File: src/rtl/sad_pkg.sv
package sad_pkg;
    localparam int PIX_W = 8;

    typedef logic [PIX_W-1:0]   pix_t;
    typedef logic [2*PIX_W-1:0] half_t;

    typedef enum logic [0:0] {
        ST_IDLE = 1'b0,
        ST_RUN  = 1'b1
    } blk_state_e;

    // unsigned subtraction clamped at zero
    function automatic pix_t sat_sub(input pix_t a, input pix_t b);
        return (a > b) ? pix_t'(a - b) : '0;
    endfunction
endpackage

File: src/rtl/sad_lane.sv
module sad_lane
    import sad_pkg::*;
(
    input  pix_t a_pix,
    input  pix_t b_pix,
    output pix_t abs_diff
);
    pix_t up_d, dn_d;

    always_comb begin
        up_d     = sat_sub(a_pix, b_pix);
        dn_d     = sat_sub(b_pix, a_pix);
        abs_diff = up_d | dn_d;   // one side is always zero
    end
endmodule

File: src/rtl/sad_fold.sv
module sad_fold
    import sad_pkg::*;
#(
    parameter int LANES = 4,
    parameter int SUM_W = PIX_W + $clog2(LANES)
) (
    input  logic [LANES*PIX_W-1:0] diffs,
    output logic [SUM_W-1:0]       partial
);
    localparam int PAIRS = LANES / 2;

    half_t halves [PAIRS];

    for (genvar p = 0; p < PAIRS; p++) begin : g_pair
        // widen a lane pair into one packed half-word
        assign halves[p] = half_t'(diffs[(2*p)*PIX_W +: PIX_W])
                         + half_t'(diffs[(2*p+1)*PIX_W +: PIX_W]);
    end

    always_comb begin
        partial = '0;
        for (int p = 0; p < PAIRS; p++) begin
            partial = partial + SUM_W'(halves[p]);
        end
    end
endmodule

File: src/rtl/sad_ctrl.sv
module sad_ctrl
    import sad_pkg::*;
#(
    parameter int BLOCK_WORDS = 16
) (
    input  logic clk,
    input  logic rst,
    input  logic start,
    input  logic in_valid,
    output logic accept,
    output logic done
);
    localparam int CNT_W = $clog2(BLOCK_WORDS);

    blk_state_e       state;
    logic [CNT_W-1:0] cnt;
    logic             last;

    always_comb begin
        accept = (state == ST_RUN) && in_valid && !start;
        last   = accept && (cnt == CNT_W'(BLOCK_WORDS - 1));
    end

    always_ff @(posedge clk) begin
        if (rst) begin
            state <= ST_IDLE;
            cnt   <= '0;
            done  <= 1'b0;
        end else begin
            done <= last;
            if (start) begin
                state <= ST_RUN;
                cnt   <= '0;
            end else if (last) begin
                state <= ST_IDLE;
                cnt   <= '0;
            end else if (accept) begin
                cnt <= cnt + 1'b1;
            end
        end
    end
endmodule

File: src/rtl/pkbyte_sad.sv
module pkbyte_sad
    import sad_pkg::*;
#(
    parameter int LANES       = 4,
    parameter int BLOCK_WORDS = 16
) (
    input  logic                                            clk,
    input  logic                                            rst,
    input  logic                                            start,
    input  logic                                            in_valid,
    input  logic [LANES*PIX_W-1:0]                          cur_word,
    input  logic [LANES*PIX_W-1:0]                          ref_word,
    output logic                                            done,
    output logic [PIX_W+$clog2(LANES*BLOCK_WORDS)-1:0]      sad_sum
);
    localparam int SUM_W = PIX_W + $clog2(LANES);
    localparam int ACC_W = PIX_W + $clog2(LANES * BLOCK_WORDS);

    logic [LANES*PIX_W-1:0] diffs;
    logic [SUM_W-1:0]       partial;
    logic                   accept;
    logic [ACC_W-1:0]       acc;

    for (genvar i = 0; i < LANES; i++) begin : g_lane
        sad_lane u_lane (
            .a_pix    (cur_word[i*PIX_W +: PIX_W]),
            .b_pix    (ref_word[i*PIX_W +: PIX_W]),
            .abs_diff (diffs[i*PIX_W +: PIX_W])
        );
    end

    sad_fold #(.LANES(LANES), .SUM_W(SUM_W)) u_fold (
        .diffs   (diffs),
        .partial (partial)
    );

    sad_ctrl #(.BLOCK_WORDS(BLOCK_WORDS)) u_ctrl (
        .clk      (clk),
        .rst      (rst),
        .start    (start),
        .in_valid (in_valid),
        .accept   (accept),
        .done     (done)
    );

    always_ff @(posedge clk) begin
        if (rst || start) begin
            acc <= '0;
        end else if (accept) begin
            acc <= acc + ACC_W'(partial);
        end
    end

    assign sad_sum = acc;
endmodule

File: config.mk
export PLATFORM = sky130hd
export DESIGN_NAME = pkbyte_sad
export DESIGN_NICKNAME = d
export VERILOG_FILES = /design/src/rtl/sad_pkg.sv /design/src/rtl/sad_lane.sv /design/src/rtl/sad_fold.sv /design/src/rtl/sad_ctrl.sv /design/src/rtl/pkbyte_sad.sv
export SDC_FILE = /design/constraint.sdc
export NUM_CORES = 1
export LEC_CHECK = 0
export BUFFER_PORTS_ARGS = -buffer_cell sky130_fd_sc_hd__buf_2
export CAP_MARGIN = 20
export CORE_MARGIN = 1.5
export CORE_UTILIZATION = 30
export CTS_BUF_LIST = sky130_fd_sc_hd__clkbuf_16
export CTS_CLUSTER_DIAMETER = 200
export DETAILED_ROUTE_END_ITERATION = 10
export HOLD_SLACK_MARGIN = 0.12
export PLACE_DENSITY_LB_ADDON = 0.12
export SYNTH_ARGS = -nofsm -noshare
export SYNTH_HDL_FRONTEND = slang
export SYNTH_SLANG_ARGS = --single-unit
File: constraint.sdc
create_clock -name clk -period 6.6 [get_ports clk]
set_input_delay 1.32 -clock clk [delete_from_list [all_inputs] [get_ports clk]]
set_output_delay 1.32 -clock clk [all_outputs]
set_load 0.01 [all_outputs]
==> results of run 1 <==
how the worst max path moves through the flow:
stage                       from           to  slack [ns]  depth (start not counted)
finish              cur_word[16]  sad_sum[13]        0.40                         26
global route         ref_word[0]  sad_sum[13]       -0.01                         26
CTS                 cur_word[24]  sad_sum[13]        0.26                         27
detailed placement  cur_word[24]  sad_sum[13]        0.02                         27
global placement     ref_word[0]  sad_sum[13]        0.09                         25
floorplan           cur_word[24]  sad_sum[13]        0.52                         27
cell families (layout without fill, tap and decap cells):
logic type | count (synthesis) | count (layout) | share of synthesized area [%]
XOR/XNOR | 27 | 27 | 4.41
buffers and inverters | 106 | 190 | 8.16
AO/OA/AOI/OAI | 245 | 245 | 32.5
multiplexers | 2 | 2 | 0.373
flip-flops | 20 | 20 | 7.46
adder cells (fa/ha/maj) | 114 | 114 | 28.3
AND/OR/NAND/NOR | 199 | 199 | 18.8
registers in the layout (all words and copies together), names as in the netlist:
register,cells
sad_sum,14
u_ctrl.cnt,4
u_ctrl.done,1
u_ctrl.state,1
cell usage in the layout (no fill, tap or decap), drive strengths merged, types with 4 or more instances in the layout:
| master | n |
|---|---|
| fa | 12 |
| xnor2 | 21 |
| a211o | 5 |
| nand4 | 19 |
| a22o | 4 |
| nor4 | 5 |
| a21o | 13 |
| o21ai | 50 |
| a31oi | 5 |
| nor2 | 41 |
| a21oi | 68 |
| a211oi | 6 |
| inv | 92 |
| dfxtp | 20 |
| or3 | 4 |
| o221ai | 4 |
| o22a | 11 |
| nor3 | 6 |
| o21ba | 5 |
| nand2 | 46 |
| o31a | 8 |
| xor2 | 6 |
| o211ai | 8 |
| nand2b | 12 |
| nor2b | 7 |
| o21a | 10 |
| ha | 102 |
| buf | 94 |
| o31ai | 7 |
| o21bai | 4 |
| or2 | 7 |
| nand3 | 27 |
| and2 | 13 |
| a221oi | 17 |
power breakdown:
group          internal [uW]  total (uW)  switching, uW
Combinational            709        1710            997
Sequential               130         140           9.59
Clock                    120         170           49.9
Total                    960        2020           1060
layout make-up:
class / instances / area (um2) / area share [%]
Clock buffer: 3 / 75.1 / 1.22
Clock inverter: 1 / 30.0 / 0.486
Inverter: 92 / 345 / 5.59
Multi-Input combinational cell: 587 / 4540 / 73.6
Timing Repair Buffer: 94 / 500 / 8.11
Sequential cell: 20 / 400 / 6.49
Tap cell: 225 / 282 / 4.56
layer usage:
| metal | part of all wire, % | vias to the layer above |
|---|---|---|
| li1 | - | 2766 |
| met1 | 49 | 2582 |
| met5 | 0 | - |
| met3 | 3.5 | 7 |
| met2 | 47 | 108 |
| met4 | 0.50 | 0 |
worst max-delay path: cells and delay by family:
kind                       cells  cell delay, ns
adders and majority gates      5            1.54
xor gates and xnor gates       1            0.10
muxes                          1            0.19
and+or+nand+nor                4            0.73
AOI/OAI and AO/OA             12            2.33
buffers and inverters          3            0.21
per-stage QoR:
| step | setup slack [ns] | utilization (%) | total power, uW | hold WS [ns] |
|---|---|---|---|---|
| 4_1_cts | 0.256 | 35.5 | 2030 | 0.484 |
| 3_3_place_gp | 0.0947 | 34.9 | 1820 | 0.460 |
| 2_1_floorplan | 0.519 | - | 1450 | 0.470 |
| 6_report | 0.396 | 35.6 | 2020 | 0.486 |
| 3_5_place_dp | 0.0154 | 34.9 | 1840 | 0.473 |
| 5_1_grt | -0.0140 | 35.6 | 2240 | 0.517 |
what timing repair did:
action / 4_1_cts / 5_1_grt
hold endpoints to repair: 0 / 0
hold buffers: 0 / 0
resized for setup: 0 / 10
setup endpoints to repair: 0 / 7
==> metrics.yaml, run 1 <==
worst_setup_path:
  crit_arrival_ns: 6.39
  reg2regPathDepth: 7
  critical_path.max_fanout: 7
  crit_slowest_cell: "fa_1"
  crit_path_end_kind: "flip-flop"
  crit_top_cell: "ha_1"
  slowest_delay_ns: 0.42
  timing.rr.end: "sad_sum[10]"
  critPathRequiredTime_ns: 6.79
  criticalPathCategory: "input port to flip-flop"
  startpoint_type: "input port"
  r2r-start: "sad_sum[0]"
  r2r_setup_slack_ns: 4.25
layout:
  num-fill-cells: 1854
  finalNonFillerCells: 1022
  final_net_count: 980
  stdcell_area_um2: 6170
  area_delta_synth_final_pct: 15.1
  antenna_cells: 0
  layout-drive-gt1-share_pct: 17.1
sta:
  fmax_mhz: 161
  max_slew_margin_pct: 53.1
  finalClockSkew_ns: 0.00325
  min_period_over_period_pct: 94.0
  final.setup.tns_ns: 0
  final.min_clock_period_ns: 6.20
  rsz0062_at_grt: "true"
  hold_viol: 0
  worstMarginPinSlew_ns: 0.701
  setup_violations: 0
  drv_slew: 0
clock_tree:
  cts_tree: "done"
  htree_num_levels: 1
  postCtsSetupBuffers: 0
  root_buffer: "clkbuf_16"
  cts_buffers: 3
  clock_sinks: 20
  cts.path.max_buffers: 2
  clock_latency_ns: 0.26
  clk_pin_slew_worst_paths_ns: 0.06
synthesis:
  synth_cell_types: 66
  synth-edff-count: 0
  syn_avg_cell_area_um2: 7.52
  syn_area_um2: 5370
  yosysMostFrequentCell: "ha_1"
  ys_warn_count: 0
  synthCells: 713
  synth_common_cells: "ha_1 (102), inv_1 (92), a21oi_1 (60)"
  ys_seq_elements: 20
  ys_top_cells_by_area: "ha_1 (24%), dfxtp_1 (7.5%), inv_1 (6.4%)"
  synthFlopType: "dfxtp_1"
  yosys.area.top_type: "ha_1"
  yosys.area.top_type_share_pct: 23.8
  synthArstFlopShare_pct: 0
  synthesis.nets: 895
  ys_seq_area_share_pct: 7.46
run_status:
  run_status: "finished, final reports clean"
grt:
  antenna_found_initial: 0
  grt_max_degree: 13
  grt_pass1_wl_mm: 24.0
  grt_util_met2_pct: 26.8
  track_usage_pct: 15.2
  globalRouteOverflowTotal: 0
  grt-busiest-layer: "met2"
  groute.layer.met1.usage_pct: 20.7
  grtUsageMet3_pct: 1.07
  grt_pass1_vias: 5274
placed_design:
  hpwl_mm: 12.2
  placed_area_um2: 6050
  dp.cells: 1018
  place_congestion: 0.879
  io_buffers: 82
power:
  leakage_uw: 0.00298
  power_density_nw_per_um2: 327
  irDropWorstVdd_mv: 0.179
min_path:
  hold_start: "sad_sum[3]"
  hold_path_end: "sad_sum[3]"
  min_path_cells: 2
  hold_class: "flip-flop to flip-flop"
die:
  dieArea_um2: 18700
  io_pins: 83
  die_w_um: 137
  start_util_pct: 30.9
  rows: 48
  fp.coreArea_um2: 17400
  die_y_um: 137
drt:
  dr_total_vias: 5463
  firstDrtPassIters: 4
  drc_errors: 0
  routed_wl_mm: 14.2
  vias_per_cell: 5.35
  drtIter0Drc: 212
  wire_per_inst_um: 13.9
  antenna_left: 0
flow_run:
  maxCapViolCount: 0
Power figures use the tool's default switching activity.
==> run 2, diff against run 1 <==
- MAX_ROUTING_LAYER: unset -> met4
- SYNTH_HIERARCHICAL: unset -> 1
==> metrics.yaml, run 2 <==
die:
  fp.coreArea_um2: 17900  # +3.1%
  die_y_um: 138  # +0.83%
  die_w_um: 138  # +0.83%
  dieArea_um2: 19000  # +1.7%
  io_pins: 83  # unchanged
  start_util_pct: 30.5  # -0.43 points
  rows: 49  # +2.1%
power:
  power_density_nw_per_um2: 346  # +5.9%
  leakage_uw: 0.00343  # +15%
  irDropWorstVdd_mv: 0.273  # +53%
  power_uw: 2570  # +28%
grt:
  grt_pass1_wl_mm: 24.4  # +1.7%
  grt_max_degree: 17  # +4
  globalRouteOverflowTotal: 0  # unchanged
  track_usage_pct: 15.8  # +0.67 points
  antenna_found_initial: 0  # unchanged
  grt_pass1_vias: 5471  # +3.7%
synthesis:
  synth-edff-count: 0  # unchanged
  syn_area_um2: 5460  # +1.7%
  syn_avg_cell_area_um2: 8.18  # +8.7%
  synthFlopType: "dfxtp_1"
  ys_warn_count: 6  # +6
  synth_cell_types: 54  # -18%
  ys_top_cells_by_area: "ha_1 (21%), dfxtp_1 (7.3%), fa_1 (7.0%)"
  synthArstFlopShare_pct: 0  # unchanged
  yosysMostFrequentCell: "inv_1"
  synthCells: 667  # -6.5%
  yosys.area.top_type: "ha_1"
  synth_common_cells: "inv_1 (100), ha_1 (91), a21oi_1 (60)"
  ys_seq_elements: 20  # unchanged
  ys_seq_area_share_pct: 7.34  # -0.12 points
  yosys.area.top_type_share_pct: 20.9  # -2.9 points
  synthesis.nets: 845  # -5.6%
layout:
  finalNonFillerCells: 1069  # +4.6%
  layout_commonest_cell: "buf_4"
  final_core_util_pct: 41.5  # +6.0 points
  antenna_cells: 0  # unchanged
  final_net_count: 1019  # +4.0%
  largest_reg_flops: 14  # unchanged
  layout-drive-gt1-share_pct: 42.4  # +25 points
  layout_common_cells: "buf_4 (105), inv_1 (91), buf_2 (79)"
  area_delta_synth_final_pct: 36.3
drt:
  dr_total_vias: 5508  # +0.82%
  drc_errors: 0  # unchanged
  antenna_left: 0  # unchanged
  drtIter0Drc: 154  # -27%
  vias_per_cell: 5.15  # -3.6%
  wire_per_inst_um: 14.1  # +1.4%
  routed_wl_mm: 15.1  # +6.0%
  firstDrtPassIters: 4  # unchanged
clock_tree:
  clock_latency_ns: 0.25  # about the same
  cts.path.max_buffers: 2  # unchanged
  cts_tree: "done"
  clock_sinks: 20  # unchanged
  htree_num_levels: 1  # unchanged
  ctsHoldBuffers: 0  # unchanged
  cts_buffers: 3  # unchanged
  root_buffer: "clkbuf_16"
  clk_pin_slew_worst_paths_ns: 0.05  # about the same
worst_setup_path:
  criticalPathCategory: "input port to flip-flop"
  crit_path_end_kind: "flip-flop"
  crit_arrival_ns: 6.55  # +0.16 ns
  crit_start: "ref_word[8]"
  critical_path.max_fanout: 6  # -1
  critPathRequiredTime_ns: 6.78  # about the same
  r2r-start: "u_ctrl/state"
  startpoint_type: "input port"
flow_run:
  maxCapViolCount: 0  # unchanged
placed_design:
  dp.cells: 1057  # +3.8%
  io_buffers: 82  # unchanged
  place_congestion: 0.843  # -4.1%
  hpwl_mm: 12.6  # +2.9%
  dp_worst_setup_slack_ns: -0.501  # -0.516 ns
sta:
  hold_viol: 0  # unchanged
  final.min_clock_period_ns: 6.38  # +0.172 ns
  drv_slew: 0  # unchanged
  max_slew_margin_pct: 59.1  # +6.0 points
  fmax_mhz: 157  # -2.7%
  worstMarginPinSlew_ns: 0.613  # -0.0879 ns
  finalClockSkew_ns: 0.00143  # -0.00181 ns
  rsz0062_at_grt: "true"
  setup_ws_ns: 0.224  # -0.172 ns
  setup_violations: 0  # unchanged
  final.setup.tns_ns: 0  # unchanged
  min_period_over_period_pct: 96.6  # +2.6 points
min_path:
  hold_start: "sad_sum[13]"
  hold_class: "flip-flop to flip-flop"
run_status:
  run_status: "finished, final reports clean"
-- run 2: cell count changes after synthesis, sizes merged, moves of 10 or more --
| cell | previous run | this run |
|---|---|---|
| nand2 | 46 | 28 |
| a221oi | 17 | 33 |
| o21ai | 50 | 34 |
| xnor2 | 21 | 7 |
| ha | 102 | 91 |
| nand2b | 12 | 1 |
| nand3b | 0 | 11 |
| nor2 | 41 | 31 |
-- run 2: power by group --
| group | leakage [uW] | total (uW) | internal [uW] | switching (uW) |
|---|---|---|---|---|
| combinational | 0.00323 | 2320 | 1170 | 1140 |
| clock | 0.0000385 | 124 | 80.6 | 43.2 |
| sequential | 0.000162 | 132 | 126 | 6.06 |
| total | 0.00343 | 2570 | 1380 | 1190 |
-- run 2: logic make-up (layout without fill, tap and decap cells) --
family                     Yosys count  in the layout  share of synthesized area (%)
AOI/OAI and AO/OA                  245            245                           35.7
buffers and inverters              120            293                           10.1
xor gates and xnor gates            13             13                           2.09
adders and majority gates          110            110                           27.8
muxes                                7              7                           1.28
DFF                                 20             20                           7.34
and+or+nand+nor                    152            152                           15.6
-- run 2: path summary, 6_finish.rpt --
check,slack (ns),cells after the start,to
worst max-delay path,0.22,28,sad_sum[13]
worst min-delay path,0.47,2,sad_sum[13]
worst max register to register,4.42,7,sad_sum[12]
worst min register to register,0.47,2,sad_sum[13]
-- run 2: worst max-delay path: stages --
cell	delay [ns]
buf_4	0.13
inv_2	0.06
ha_4	0.13
inv_2	0.04
fa_2	0.38
nand3_4	0.08
a21oi_4	0.07
o31a_4	0.38
a221oi_2	0.25
a21oi_2	0.09
ha_4	0.29
nor2b_4	0.15
nor3_2	0.05
o31a_1	0.34
xnor2_2	0.15
fa_1	0.53
ha_4	0.23
buf_6	0.12
a21o_1	0.20
nor2_2	0.12
o21ai_1	0.10
ha_1	0.37
buf_4	0.15
nand3_1	0.09
or2_1	0.27
o22a_1	0.19
o21ai_2	0.07
mux2i_1	0.19
-- run 2: metrics by stage --
step | area [um2] | hold WS [ns]
floorplan | 5460 | 0.459
global placement | 6720 | 0.451
detailed placement | 6720 | 0.472
CTS | 6910 | 0.480
global route | 7440 | 0.498
finish | 7440 | 0.468
-- run 2: cell type report --
type	count	area [um2]
Fill cell	1850	10500
Multi-Input combinational cell	527	5050
Timing Repair Buffer	189	1240
Sequential cell	20	400
Inverter	100	380
Tap cell	229	287
Clock buffer	3	75.1
Clock inverter	1	3.75
-- run 2: metal layers --
metal | GRT usage (%) | up-vias | part of all wire, %
li1 | - | 2813 | -
met1 | 18.6 | 2605 | 45
met2 | 30.6 | 82 | 53
met3 | 0.292 | 8 | 1.9
met4 | 2.43 | 0 | 0.74
met5 | - | - | 0
-- run 2: repair_timing --
item / CTS / global route
buffers inserted: 0 / 8
hold endpoints to repair: 0 / 0
resized for setup: 23 / 99
pin swaps: 11 / 66
endpoints found under the setup margin: 7 / 7
